$ cat src/rtl/bdr_pkg.sv
package bdr_pkg;
  localparam int LFSR_W = 28;

  typedef enum logic [1:0] {OP_PASS, OP_TRUNC, OP_ROUND, OP_DITH} bdr_op_e;

  function automatic logic [LFSR_W-1:0] lfsr_step(input logic [LFSR_W-1:0] s);
    return {s[LFSR_W-2:0], s[LFSR_W-1] ^ s[2]};
  endfunction
endpackage

$ cat src/rtl/bdr_lfsr.sv
module bdr_lfsr
  import bdr_pkg::*;
#(
  parameter int W = 12
) (
  input  logic              clk_i,
  input  logic              rst_ni,
  input  logic [LFSR_W-1:0] seed_i,
  input  logic              load_i,
  input  logic              adv_i,
  input  logic              static_i,
  output logic [W-1:0]      word_o
);
  logic [LFSR_W-1:0] st_q, cur, seed_fix;
  logic              seeded_q;

  assign seed_fix = (seed_i == '0) ? LFSR_W'(1) : seed_i;
  assign cur      = seeded_q ? st_q : seed_fix;
  assign word_o   = static_i ? seed_fix[W-1:0] : cur[W-1:0];

  always_ff @(posedge clk_i or negedge rst_ni) begin
    if (!rst_ni) begin
      st_q     <= '0;
      seeded_q <= 1'b0;
    end else begin
      seeded_q <= 1'b1;
      if (load_i)     st_q <= seed_fix;
      else if (adv_i) st_q <= lfsr_step(cur);
      else            st_q <= cur;
    end
  end
endmodule

$ cat src/rtl/bdr_frame_cnt.sv
module bdr_frame_cnt (
  input  logic       clk_i,
  input  logic       rst_ni,
  input  logic       start_i,
  input  logic       rand_en_i,
  input  logic [1:0] depth_i,
  output logic [3:0] off_o
);
  logic [3:0] cnt_q, cnt_nx, cnt_eff, cnt_max;
  logic [1:0] swap;

  always_comb begin
    if (!rand_en_i) begin
      cnt_max = 4'd0;
      swap    = 2'd0;
    end else if (depth_i < 2'd2) begin
      cnt_max = 4'd15;
      swap    = 2'd2;
    end else begin
      cnt_max = 4'd3;
      swap    = 2'd1;
    end
    cnt_nx  = (cnt_q >= cnt_max) ? 4'd0 : cnt_q + 4'd1;
    cnt_eff = start_i ? cnt_nx : cnt_q;
    case (swap)
      2'd2:    off_o = {cnt_eff[1:0], cnt_eff[3:2]};
      2'd1:    off_o = {2'b00, cnt_eff[0], cnt_eff[1]};
      default: off_o = 4'd0;
    endcase
  end

  always_ff @(posedge clk_i or negedge rst_ni) begin
    if (!rst_ni)      cnt_q <= 4'd0;
    else if (start_i) cnt_q <= cnt_nx;
  end
endmodule

$ cat src/rtl/bdr_chan.sv
module bdr_chan
  import bdr_pkg::*;
#(
  parameter int W = 12
) (
  input  bdr_op_e      op_i,
  input  logic [W-1:0] pix_i,
  input  logic [W-1:0] mask_i,
  input  logic [W-1:0] dith_i,
  output logic [W-1:0] pix_o
);
  logic [W-1:0] addend, sat;
  logic [W:0]   sum;

  always_comb begin
    case (op_i)
      OP_ROUND: addend = (mask_i >> 1) + W'(1);
      OP_DITH:  addend = dith_i & mask_i;
      default:  addend = '0;
    endcase
    sum = {1'b0, pix_i} + {1'b0, addend};
    sat = sum[W] ? '1 : sum[W-1:0];
    case (op_i)
      OP_PASS:  pix_o = pix_i;
      OP_TRUNC: pix_o = pix_i & ~mask_i;
      default:  pix_o = sat & ~mask_i;
    endcase
  end
endmodule

$ cat src/rtl/bitdepth_reducer.sv
module bitdepth_reducer
  import bdr_pkg::*;
#(
  parameter int W = 12
) (
  input  logic              clk_i,
  input  logic              rst_ni,
  input  logic              valid_i,
  input  logic              sof_i,
  input  logic              sol_i,
  input  logic [3*W-1:0]    pix_i,
  input  logic              trunc_en_i,
  input  logic              trunc_depth_i,
  input  logic              trunc_mode_i,
  input  logic              dith_en_i,
  input  logic              dith_mode_i,
  input  logic [1:0]        dith_depth_i,
  input  logic              frame_rand_i,
  input  logic              rgb_rand_i,
  input  logic [LFSR_W-1:0] seed_r_i,
  input  logic [LFSR_W-1:0] seed_g_i,
  input  logic [LFSR_W-1:0] seed_b_i,
  input  logic              seed_wr_i,
  output logic              valid_o,
  output logic              sof_o,
  output logic              sol_o,
  output logic [3*W-1:0]    pix_o
);
  localparam int NCH = 3;
  localparam int KW  = $clog2(W + 1);

  bdr_op_e           op;
  logic [KW-1:0]     k;
  logic [W-1:0]      mask;
  logic [3:0]        off;
  logic [LFSR_W-1:0] seeds [NCH];
  logic [W-1:0]      word  [NCH];
  logic [3*W-1:0]    red_d;

  assign seeds[0] = seed_r_i;
  assign seeds[1] = seed_g_i;
  assign seeds[2] = seed_b_i;

  always_comb begin
    if (dith_en_i)       op = OP_DITH;
    else if (trunc_en_i) op = trunc_mode_i ? OP_ROUND : OP_TRUNC;
    else                 op = OP_PASS;
    if (dith_en_i)
      k = (dith_depth_i == 2'd0) ? KW'(W-6) :
          (dith_depth_i == 2'd1) ? KW'(W-8) : KW'(W-10);
    else
      k = trunc_depth_i ? KW'(W-8) : KW'(W-6);
    mask = ~({W{1'b1}} << k);
  end

  bdr_frame_cnt i_frame_cnt (
    .clk_i     (clk_i),
    .rst_ni    (rst_ni),
    .start_i   (valid_i & sof_i),
    .rand_en_i (frame_rand_i),
    .depth_i   (dith_depth_i),
    .off_o     (off)
  );

  for (genvar c = 0; c < NCH; c++) begin : g_ch
    logic [W-1:0] sel_word;
    bdr_lfsr #(.W(W)) i_lfsr (
      .clk_i    (clk_i),
      .rst_ni   (rst_ni),
      .seed_i   (seeds[c]),
      .load_i   (seed_wr_i & ~frame_rand_i),
      .adv_i    (valid_i),
      .static_i (dith_mode_i),
      .word_o   (word[c])
    );
    assign sel_word = rgb_rand_i ? word[c] : word[0];
    // channel c sits at field NCH-1-c (red on top)
    bdr_chan #(.W(W)) i_chan (
      .op_i   (op),
      .pix_i  (pix_i[(NCH-1-c)*W +: W]),
      .mask_i (mask),
      .dith_i (sel_word ^ W'(off)),
      .pix_o  (red_d[(NCH-1-c)*W +: W])
    );
  end

  always_ff @(posedge clk_i or negedge rst_ni) begin
    if (!rst_ni) begin
      valid_o <= 1'b0;
      sof_o   <= 1'b0;
      sol_o   <= 1'b0;
      pix_o   <= '0;
    end else begin
      valid_o <= valid_i;
      sof_o   <= valid_i & sof_i;
      sol_o   <= valid_i & sol_i;
      if (valid_i) pix_o <= red_d;
    end
  end
endmodule

$ cat config.mk
export PLATFORM = sky130hd
export DESIGN_NAME = bitdepth_reducer
export DESIGN_NICKNAME = d
export VERILOG_FILES = /design/src/rtl/bdr_pkg.sv /design/src/rtl/bdr_lfsr.sv /design/src/rtl/bdr_frame_cnt.sv /design/src/rtl/bdr_chan.sv /design/src/rtl/bitdepth_reducer.sv
export SDC_FILE = /design/constraint.sdc
export NUM_CORES = 1
export LEC_CHECK = 0
export BUFFER_PORTS_ARGS = -buffer_cell sky130_fd_sc_hd__buf_2
export CAP_MARGIN = 20
export CORE_AREA = 3 3 170 131
export DETAILED_ROUTE_END_ITERATION = 10
export DIE_AREA = 0 0 173 134
export MAX_ROUTING_LAYER = met4
export PLACE_DENSITY = 0.77
export REMOVE_ABC_BUFFERS = 1
export SETUP_SLACK_MARGIN = 0.3
export SYNTH_ARGS = -nofsm -noshare
export SYNTH_HDL_FRONTEND = slang
export SYNTH_HIERARCHICAL = 1
export SYNTH_SLANG_ARGS = --single-unit
$ cat constraint.sdc
create_clock -name clk_i -period 10.6 [get_ports clk_i]
set_input_delay 0.53 -clock clk_i [delete_from_list [all_inputs] [get_ports clk_i]]
set_output_delay 0.53 -clock clk_i [all_outputs]
set_load 0.02 [all_outputs]
==> results of run 1 <==
[worst max-delay path by stage]
stage / from / end / cells past startpoint
after floorplan: frame_rand_i / g_ch[0].i_lfsr/st_q[3] / 3
after detailed placement: valid_i / pix_o[14] / 18
after CTS: valid_i / pix_o[14] / 18
after global routing: valid_i / pix_o[4] / 18
final: valid_i / pix_o[14] / 18
after global placement: valid_i / pix_o[13] / 18
[cells in the final DEF (no fill, tap or decap), drive strengths merged, types with 5 or more instances in the layout]
cell | Yosys | final
buf | 33 | 183
nand2 | 173 | 173
mux2 | 147 | 147
dfrtp | 130 | 130
conb | 5 | 108
o21ai | 103 | 103
mux2i | 95 | 95
nor2 | 56 | 56
ha | 44 | 44
inv | 30 | 38
a221oi | 37 | 37
a21oi | 35 | 35
nand3 | 34 | 34
xnor2 | 28 | 28
a21o | 23 | 23
xor2 | 22 | 22
nand2b | 17 | 17
and2 | 17 | 17
clkbuf | 42 | 17
nor2b | 17 | 17
nor4 | 15 | 15
a32oi | 12 | 12
a31oi | 12 | 12
and4 | 11 | 11
nand4 | 10 | 10
o31ai | 9 | 9
o211ai | 9 | 9
or4 | 9 | 9
o22ai | 7 | 7
nor3 | 6 | 6
a211oi | 5 | 5
[stage by stage]
step / instances / cell area (um2) / power [mW] / hold slack, ps
after global placement: 1748 / 12600 / 1.23 / 469
final: 1784 / 13200 / 1.85 / 112
after global routing: 1784 / 13200 / 1.95 / 154
after detailed placement: 1748 / 12600 / 1.25 / 472
after floorplan: 1277 / 11300 / 1.05 / 234
after CTS: 1780 / 13200 / 1.85 / 134
[routing by layer]
metal | wire length, um | GRT usage | share of wire
met5 | 0 | - | 0
met4 | 346 | 0.0626 | 0.011
met3 | 2280 | 0.0501 | 0.075
met2 | 13400 | 0.405 | 0.44
met1 | 14200 | 0.375 | 0.47
[cells by family (layout without fill, tap and decap cells)]
family,count (synthesis),in the layout
AOI/OAI and AO/OA,291,291
xor gates and xnor gates,50,50
adders and majority gates,47,47
buffers and inverters,105,245
DFF,130,130
muxes,242,242
other,5,112
and+or+nand+nor,379,379
[state kept, by name, summed over array words and instances (netlist names)]
register / cells
i_frame_cnt/cnt_q: 4
sof_o: 1
pix_o: 36
valid_o: 1
g_ch.i_lfsr/st_q: 84
g_ch.i_lfsr/seeded_q: 3
sol_o: 1
[worst max-delay path: stages]
cell and delay [ps]:
buf_6 480, and2_1 370, nand2_1 80, mux2i_1 200, a221oi_1 110, a311oi_1 840
xnor2_1 180, nand3_1 130, o21ai_0 80, and2_1 180, ha_1 210, fa_1 400
a21o_1 210, a221oi_2 330, o22ai_1 160, a31oi_1 830, a221oi_1 200, mux2_2 330
[power by group through the flow]
stage	clock network (mW)	registers, mW	logic, mW
final	0.599	0.611	0.641
after global routing	0.627	0.620	0.707
after CTS	0.610	0.611	0.632
after detailed placement	0	0.619	0.628
after global placement	0	0.616	0.610
after floorplan	0	0.649	0.404
[final cells by class]
type	instances	area [um2]
Inverter	30	113
Fill cell	1813	7610
Antenna cell	4	10.0
Timing Repair Buffer	183	953
Tap cell	288	360
Clock inverter	15	165
Sequential cell	130	3250
Multi-Input combinational cell	1117	7950
Clock buffer	17	425
==> results by group, run 1 <==
Place
  – Dpl hpwl: 22.0 mm
  – Port Buffers: approximately 170
  – GP Congestion: around 0.90
  – DP Worst Slack: roughly 4700 ps

Global route
  – Number of global-route vias before repair: 9,810
  – First-pass GRT wire length: between 40 and 50 mm
  – Overflow after GRT: 0
  – Largest net degree at the start of global routing: 100
  – Initial antenna violation count: 4
  – Total track usage: 0.268

Timing
  – Worst-Margin Slew: 1080 ps
  – RSZ-0062 raised after global routing: no
  – Final worst slack: approximately 5000 ps
  – Fin crit period: approximately 5600 ps
  – Slew Limit Headroom: 0.274
  – Fin. max-slew vios: 0
  – Hold Fails Final Rpt: 0
  – Setup TNS: 0 ps
  – Fin crit share: 0.531
  – Fmax: roughly 180 MHz
  – Skew final: 8.68 ps
  – Setup violators final: 0

Critical path
  – Critical R2R Launch: i_frame_cnt/cnt_q[0]
  – FF-to-FF End: pix_o[14]
  – Critical Path Start Type: input pin
  – Setup CP Type: in -> reg
  – Critical-path maximum fanout: 63
  – Reg2reg path depth: 18
  – R2r setup slk: around 5000 ps
  – Crit path DAT: about 5900 ps
  – CP Capture Type: flop
  – Required time of the critical path: between 10,000 and 15,000 ps

Yosys
  – Synth cell types: 69
  – Adder-cell area share of the yosys netlist: 0.0541
  – Post-synthesis simple-gate area fraction: 0.164
  – Post-synth top cells: nand2_1, mux2_2, dfrtp_1
  – EDFF count, synth: 0
  – Most used DFF post-synth: dfrtp_1
  – Dominant cells by area after synthesis: dfrtp_1, mux2_2, mux2i_1, nand2_1, ha_1
  – Asr flop ratio synth: 1.00
  – Compound-Gate Fraction of Synth Area: 0.179
  – Sequential cell area fraction in the yosys report: 0.288
  – Area leader, netlist: dfrtp_1
  – Synth Warn #: 6
  – Post-synthesis instance area: 0.0113 mm2
  – Top-area cell type share of the netlist area: 0.288
  – Most common cell in the netlist: nand2_1
  – Synth Area in XOR/XNOR: 0.0388
  – Mux contribution to synthesized area: 0.231
  – #FFs+latches synth: 130
  – Synthesized instance count: between 1k and 1.5k
  – Syn Area/Cell: approximately 9.0 um2
  – Largest family of logic cells by synthesized area: multiplexers

Layout
  – Syn-to-layout area delta: 17.1%
  – Final core occ: 0.635
  – Nets@finish: around 1.7k
  – Share of cells above drive strength 1: 0.263

Routing
  – Final antenna-violating net count: 0
  – Via count: slightly above 10k
  – Via density: between 5 and 6
  – Residual DRC count: 0
  – WL/cell: around 17 um
  – Total wire length: 30.3 mm
  – DR pass1 iterations: 5
  – Initial detailed-routing violation count: ~860

Status
  – Status: finished, final reports clean

CTS
  – H-Tree Depth: 4
  – TritonCTS Sinks: between 100 and 150
  – Root buf cell: clkbuf_16
  – Hold-fix buffers, CTS: 0
  – CTS tree: done
  – Clock Latency Late Sink: ~430 ps
  – Post-CTS Setup Inserts: 0
  – Num CTS Buffers: 17
  – CTS resizes: 0
  – Reg clk slew, reported paths: 70 ps
  – Clock Path Buffers: 2

Power
  – Sw Ratio: 0.361
  – P_leak: 6.21 nW
  – Clock power share: 0.324
  – Psw: 668 uW
  – Gate power share: 0.346
  – Internal power: approximately 1.2 mW
  – Reg power frac: 0.330
  – Total power per unit cell area: 140 mW/mm2
  – Peak VDD IR: roughly 0.00008 V

Die
  – Die area: ~0.023 mm2
  – Core ar.: 0.0208 mm2
  – Row cnt: 46
  – Die Ht: ~130 um
  – Num ports: between 150 and 200
  – Die W: ~170 um
  – Starting density of the core: 0.542

Flow run
  – Max Cap Violations: 0

Min path
  – Worst hold path type: in -> async
No activity file was read; power rests on OpenSTA's default activity.
==> run 2: changes to the inputs <==
==> constraint.sdc (replaced) <==
create_clock -name clk_i -period 5.6 [get_ports clk_i]
set_input_delay 0.28 -clock clk_i [delete_from_list [all_inputs] [get_ports clk_i]]
set_output_delay 0.28 -clock clk_i [all_outputs]
set_load 0.02 [all_outputs]
==> run 2 against run 1 <==
Effect of this change:
- first-iteration DRC count grew 17%
- cell count grew 0.90%
- count of clock-buffer cells in the layout grew 1
==> results by group, run 2 (synthesis gave the netlist of run 1 again) <==
CTS
  – Post-CTS Setup Inserts: 0
  – TritonCTS Sinks: 130
  – Num CTS Buffers: 17
  – CTS resizes: 0
  – Hold-fix buffers, CTS: 1
  – Reg clk slew, reported paths: 70 ps
  – Clock Latency Late Sink: ~430 ps
  – Root buf cell: clkbuf_16
  – H-Tree Depth: 4
  – CTS tree: done
  – Clock Path Buffers: 2

Place
  – Port Buffers: 173
  – GP Congestion: ~0.94
  – Dpl hpwl: 22.4 mm
  – DP Worst Slack: 814 ps
  – Placed Cells: about 1.8k
  – Area after DPL: 0.0127 mm2

Global route
  – Initial antenna violation count: 6
  – Total track usage: 0.275
  – Largest net degree at the start of global routing: between 70 and 80
  – Overflow after GRT: 0
  – Number of global-route vias before repair: 10.1k
  – First-pass GRT wire length: 51.1 mm

Critical path
  – Most numerous cell on the critical path: mux2i_1
  – Critical Path Start Type: flop
  – Critical Path Slowest Stage Cell: dfrtp_1
  – Setup CP Type: reg -> reg
  – Reg2reg path depth: 17
  – Critical R2R Launch: g_ch[0].i_lfsr/seeded_q
  – Worst-path cell chain: mux2_2 -> a21oi_2 -> mux2i_1 -> mux2i_1 -> xnor2_1 -> nand3_1 -> o21ai_0 -> and2_1 -> ha_1 -> fa_1 -> a21o_1 -> a221oi_2 -> o21ai_1 -> a211oi_2 -> buf_4 -> a221oi_1 -> mux2_1
  – Slowest Stage Delay on Critical Path: around 980 ps
  – CP Capture Type: flop
  – Required time of the critical path: 5910 ps
  – Critical-path maximum fanout: 21
  – Crit path DAT: approximately 5200 ps
  – Worst Setup SP: g_ch[0].i_lfsr/seeded_q

Min path
  – Worst hold path type: in -> reg
  – HP Start: sol_i
  – Cell depth of the worst hold path: 2

Die
  – Num ports: 174
  – Die area: between 0.02 and 0.025 mm2
  – Core ar.: 0.0208 mm2
  – Starting density of the core: 0.542
  – Die Ht: between 100 and 150 um
  – Die W: approximately 170 um
  – Row cnt: 46

Power
  – Peak VDD IR: ~0.0002 V
  – Reg power frac: 0.325
  – P_leak: approximately 6.3 nW
  – Gate power share: 0.344
  – Total power per unit cell area: between 200 and 300 mW/mm2
  – Psw: 1.26 mW
  – Clock power share: 0.331
  – Sw Ratio: 0.353
  – Internal power: approximately 2.3 mW
  – Total power: 3.56 mW

Timing
  – Setup TNS: 0 ps
  – Fmax: just over 200 MHz
  – Fin crit share: 0.871
  – RSZ-0062 raised after global routing: no
  – Fin. max-slew vios: 0
  – Skew final: roughly 10 ps
  – Hold WS: 66.8 ps
  – Setup violators final: 0
  – Slew Limit Headroom: 0.309
  – Worst-Margin Slew: approximately 1000 ps
  – Final worst slack: roughly 720 ps
  – Fin crit period: about 4900 ps
  – Hold Fails Final Rpt: 0

Layout
  – Nets@finish: 1,674
  – Footprint of the multi-input gates: between 0.007 and 0.008 mm2
  – Post-Layout Inst Area: 0.0134 mm2
  – Most frequent cells in the layout: nand2_1, buf_2, mux2_2
  – Most common cell after layout, fill and taps aside: nand2_1
  – Sequential Area: 0.00325 mm2
  – Largest registers: g_ch.i_lfsr/st_q (84), pix_o (36), i_frame_cnt/cnt_q (4)
  – Max reg flops: 84
  – Final core occ: 0.641
  – Fillcell total: 1,751
  – Final cell count without fillers: 1,800
  – Syn-to-layout area delta: 18.2%
  – Top reg by flops: g_ch.i_lfsr/st_q
  – Share of cells above drive strength 1: 0.269

Status
  – Status: finished, final reports clean

Flow run
  – Max Cap Violations: 0

Routing
  – Final antenna-violating net count: 0
  – Via density: roughly 5.7
  – Initial detailed-routing violation count: 1,001
  – WL/cell: around 17 um
  – Via count: around 10k
  – Total wire length: 30.9 mm
  – Residual DRC count: 0
  – DR pass1 iterations: 5
[run 2: cell types whose count changed in the layout (fill, tap and decap cells not counted)]
| cell | before | now |
|---|---|---|
| inv_6 | 5 | 4 |
| dlygate4sd3_1 | 0 | 1 |
| clkbuf_8 | 0 | 1 |
| clkinv_8 | 1 | 0 |
| diode_2 | 4 | 7 |
| bufinv_16 | 1 | 2 |
| buf_4 | 10 | 22 |
[run 2: worst max-delay path, delay by kind of cell (launching register included)]
| family | cells | cell delay (ps) |
|---|---|---|
| fa+ha+maj | 2 | 660 |
| compound gates | 7 | 1290 |
| simple gates | 2 | 300 |
| buf+inv | 1 | 220 |
| flops | 1 | 980 |
| xor+xnor | 1 | 110 |
| mux | 4 | 1180 |
[run 2: worst paths after layout]
kind	endpoint	slack [ps]
max in group asynchronous	pix_o[31]	3820
worst min register to register	pix_o[4]	490
worst max register to register	pix_o[4]	720
worst min-delay path	sol_o	70
min in group asynchronous	sol_o	380
worst max-delay path	pix_o[4]	720
[run 2: area by class of cell]
| cell class | instances | share of cell area |
|---|---|---|
| inverters | 30 | 0.00843 |
| repair buffers | 196 | 0.0789 |
| multi-input cells | 1117 | 0.595 |
| clock buffers | 18 | 0.0329 |
| diodes | 7 | 0.00131 |
| clock inverters | 14 | 0.0127 |
| flip-flops and latches | 130 | 0.244 |
| well taps | 288 | 0.0270 |
[run 2: power groups by stage]
stage                     Clock, mW  Combinational [mW]  Sequential [mW]
after floorplan                   0               0.764             1.23
after detailed placement          0                1.19             1.17
after global placement            0                1.16             1.17
final                          1.18                1.22             1.16
after CTS                      1.19                1.21             1.16
after global routing           1.24                1.35             1.18
[run 2: routing by layer]
| metal | part of all wire | track usage | vias up |
|---|---|---|---|
| li1 | - | - | 4997 |
| met1 | 0.47 | 0.371 | 4899 |
| met2 | 0.44 | 0.428 | 340 |
| met3 | 0.074 | 0.0614 | 38 |
| met4 | 0.011 | 0.0581 | 0 |
| met5 | 0 | - | - |
==> run 3: changes to the inputs <==
--- a/config.mk
+++ b/config.mk
@@ -7,11 +7,10 @@
 export LEC_CHECK = 0
 export BUFFER_PORTS_ARGS = -buffer_cell sky130_fd_sc_hd__buf_2
 export CAP_MARGIN = 20
-export CORE_AREA = 3 3 170 131
+export CORE_AREA = 3 3 201 154
 export DETAILED_ROUTE_END_ITERATION = 10
-export DIE_AREA = 0 0 173 134
+export DIE_AREA = 0 0 204 157
 export MAX_ROUTING_LAYER = met4
-export PLACE_DENSITY = 0.77
 export REMOVE_ABC_BUFFERS = 1
 export SETUP_SLACK_MARGIN = 0.3
 export SYNTH_ARGS = -nofsm -noshare
==> constraint.sdc (replaced) <==
create_clock -name clk_i -period 5.6 [get_ports clk_i]
set_input_delay 0.84 -clock clk_i [delete_from_list [all_inputs] [get_ports clk_i]]
set_output_delay 0.84 -clock clk_i [all_outputs]
set_load 0.02 [all_outputs]
==> run 3 against run 2 <==
Effect of this change:
- sequential share of layout area decreased by 0.25 points
- die area up 38%
- register-to-register slack better by 190 ps
- first-iteration DRC count down 36%
- cell area increased by 1.0%
- worst hold slack better by 380 ps
- sequential cell count unchanged
- clock skew shrank 3.9 ps
- routed wire length rose by 4.2%
- non-clock buffer count up 4
==> results by group, run 3 (synthesis gave the netlist of run 1 again) <==
Timing
  – RSZ-0062 raised after global routing: no
  – Skew final: slightly above 6 ps
  – Fin crit period: 4930 ps
  – Fin. max-slew vios: 0
  – Worst-Margin Slew: between 1000 and 1500 ps
  – Setup violators final: 0
  – Hold Fails Final Rpt: 0
  – Slew Limit Headroom: 0.317
  – Fmax: about 200 MHz
  – Hold WS: about 450 ps
  – Fin crit share: 0.881

CTS
  – Hold-fix buffers, CTS: 0
  – Root buf cell: clkbuf_16
  – H-Tree Depth: 4
  – Clock Path Buffers: 2
  – CTS tree: done
  – Reg clk slew, reported paths: 60 ps
  – TritonCTS Sinks: 130
  – Clock Latency Late Sink: around 430 ps
  – CTS resizes: 0
  – Num CTS Buffers: 17
  – Post-CTS Setup Inserts: 0

Layout
  – Nets@finish: roughly 1.7k
  – Most frequent cells in the layout: nand2_1, buf_2, mux2_2
  – Top reg by flops: g_ch.i_lfsr/st_q
  – Share of cells above drive strength 1: 0.271
  – Post-Layout Inst Area: 0.0135 mm2
  – Final cell count without fillers: 1,907
  – Syn-to-layout area delta: 19.5%
  – Max reg flops: 84
  – Most common cell after layout, fill and taps aside: nand2_1
  – Largest registers: g_ch.i_lfsr/st_q (84), pix_o (36), i_frame_cnt/cnt_q (4)

Global route
  – Overflow after GRT: 0
  – First-pass GRT wire length: roughly 52 mm
  – Number of global-route vias before repair: 9,554
  – Total track usage: 0.208
  – Largest net degree at the start of global routing: between 100 and 150
  – Initial antenna violation count: 5

Critical path
  – Critical Path Slowest Stage Cell: or4_1
  – Crit path DAT: 5250 ps
  – Setup CP Type: in -> reg
  – Critical-path maximum fanout: 11
  – CP Capture Type: flop
  – Slowest Stage Delay on Critical Path: ~600 ps
  – Worst-path cell chain: buf_2 -> or4_1 -> nor4_4 -> a21oi_2 -> mux2i_1 -> buf_4 -> mux2i_1 -> xnor2_1 -> nand3_1 -> o21ai_0 -> and2_1 -> ha_1 -> fa_1 -> a21o_1 -> a221oi_2 -> o21ai_1 -> a211oi_2 -> buf_4 -> a221oi_1 -> mux2_1
  – Required time of the critical path: between 5000 and 6000 ps
  – Critical Path Start Type: input pin

Place
  – Dpl hpwl: 24.3 mm
  – Port Buffers: roughly 170
  – GP Congestion: between 0.8 and 0.9
  – Area after DPL: between 0.01 and 0.015 mm2
  – Placed Cells: 1,869

Routing
  – Total wire length: between 30 and 40 mm
  – DR pass1 iterations: 7
  – WL/cell: between 15 and 20 um
  – Residual DRC count: 0
  – Via count: ~10k
  – Via density: 5.24
  – Final antenna-violating net count: 0
  – Initial detailed-routing violation count: 641

Status
  – Status: finished, final reports clean

Die
  – Die Ht: between 150 and 200 um
  – Starting density of the core: 0.390
  – Num ports: approximately 170
  – Core ar.: a little under 0.03 mm2
  – Row cnt: 54
  – Die area: around 0.032 mm2
  – Die W: around 200 um

Power
  – P_leak: ~6.3 nW
  – Total power per unit cell area: 259 mW/mm2
  – Peak VDD IR: slightly above 0.0002 V

Flow run
  – Max Cap Violations: 0

Min path
  – Worst hold path type: in -> async
run 3: through the flow:
stage          power, mW  utilization  setup WS [ps]  setup TNS (ps)
2_1_floorplan       1.99            -          -1040          -36640
3_3_place_gp        2.37        0.445            284               0
3_5_place_dp        2.39        0.445            210               0
4_1_cts             3.52        0.465            669               0
5_1_grt             3.72        0.465            353               0
6_report            3.49        0.465            667               0
run 3: layer usage:
metal  GRT usage  routed length, um
met1       0.303              16400
met2       0.302              13700
met3      0.0358               1840
met4      0.0452                274
met5           -                  0
run 3: worst max-delay path, delay by kind of cell:
| kind | cells | cell delay, ps |
|---|---|---|
| mux | 3 | 660 |
| compound gates | 7 | 1190 |
| fa+ha+maj | 2 | 660 |
| xor+xnor | 1 | 200 |
| simple gates | 4 | 1170 |
| buf+inv | 3 | 530 |
run 3: power by group:
| group | switching (mW) | total [mW] | internal [mW] |
|---|---|---|---|
| logic | 0.697 | 1.23 | 0.535 |
| registers | 0.0656 | 1.15 | 1.09 |
| clock network | 0.478 | 1.11 | 0.630 |
run 3: path summary, 6_finish.rpt:
check	startpoint	end	slack (ps)	depth (start not counted)
worst min register to register	pix_o[4]	pix_o[4]	480	1
max in group asynchronous	rst_ni	sof_o	3940	2
worst max-delay path	seed_r_i[19]	pix_o[4]	670	20
worst max register to register	i_frame_cnt/cnt_q[0]	pix_o[4]	910	20
worst min-delay path	rst_ni	g_ch[0].i_lfsr/st_q[19]	450	1
min in group clk_i	pix_o[4]	pix_o[4]	480	1
run 3: final cells by class:
class / instances / area (um2)
fillers: 2789 / 15500
multi-input cells: 1117 / 7950
flip-flops and latches: 130 / 3250
repair buffers: 200 / 1110
well taps: 392 / 490
clock buffers: 19 / 443
clock inverters: 13 / 125
inverters: 30 / 113
diodes: 6 / 15.0
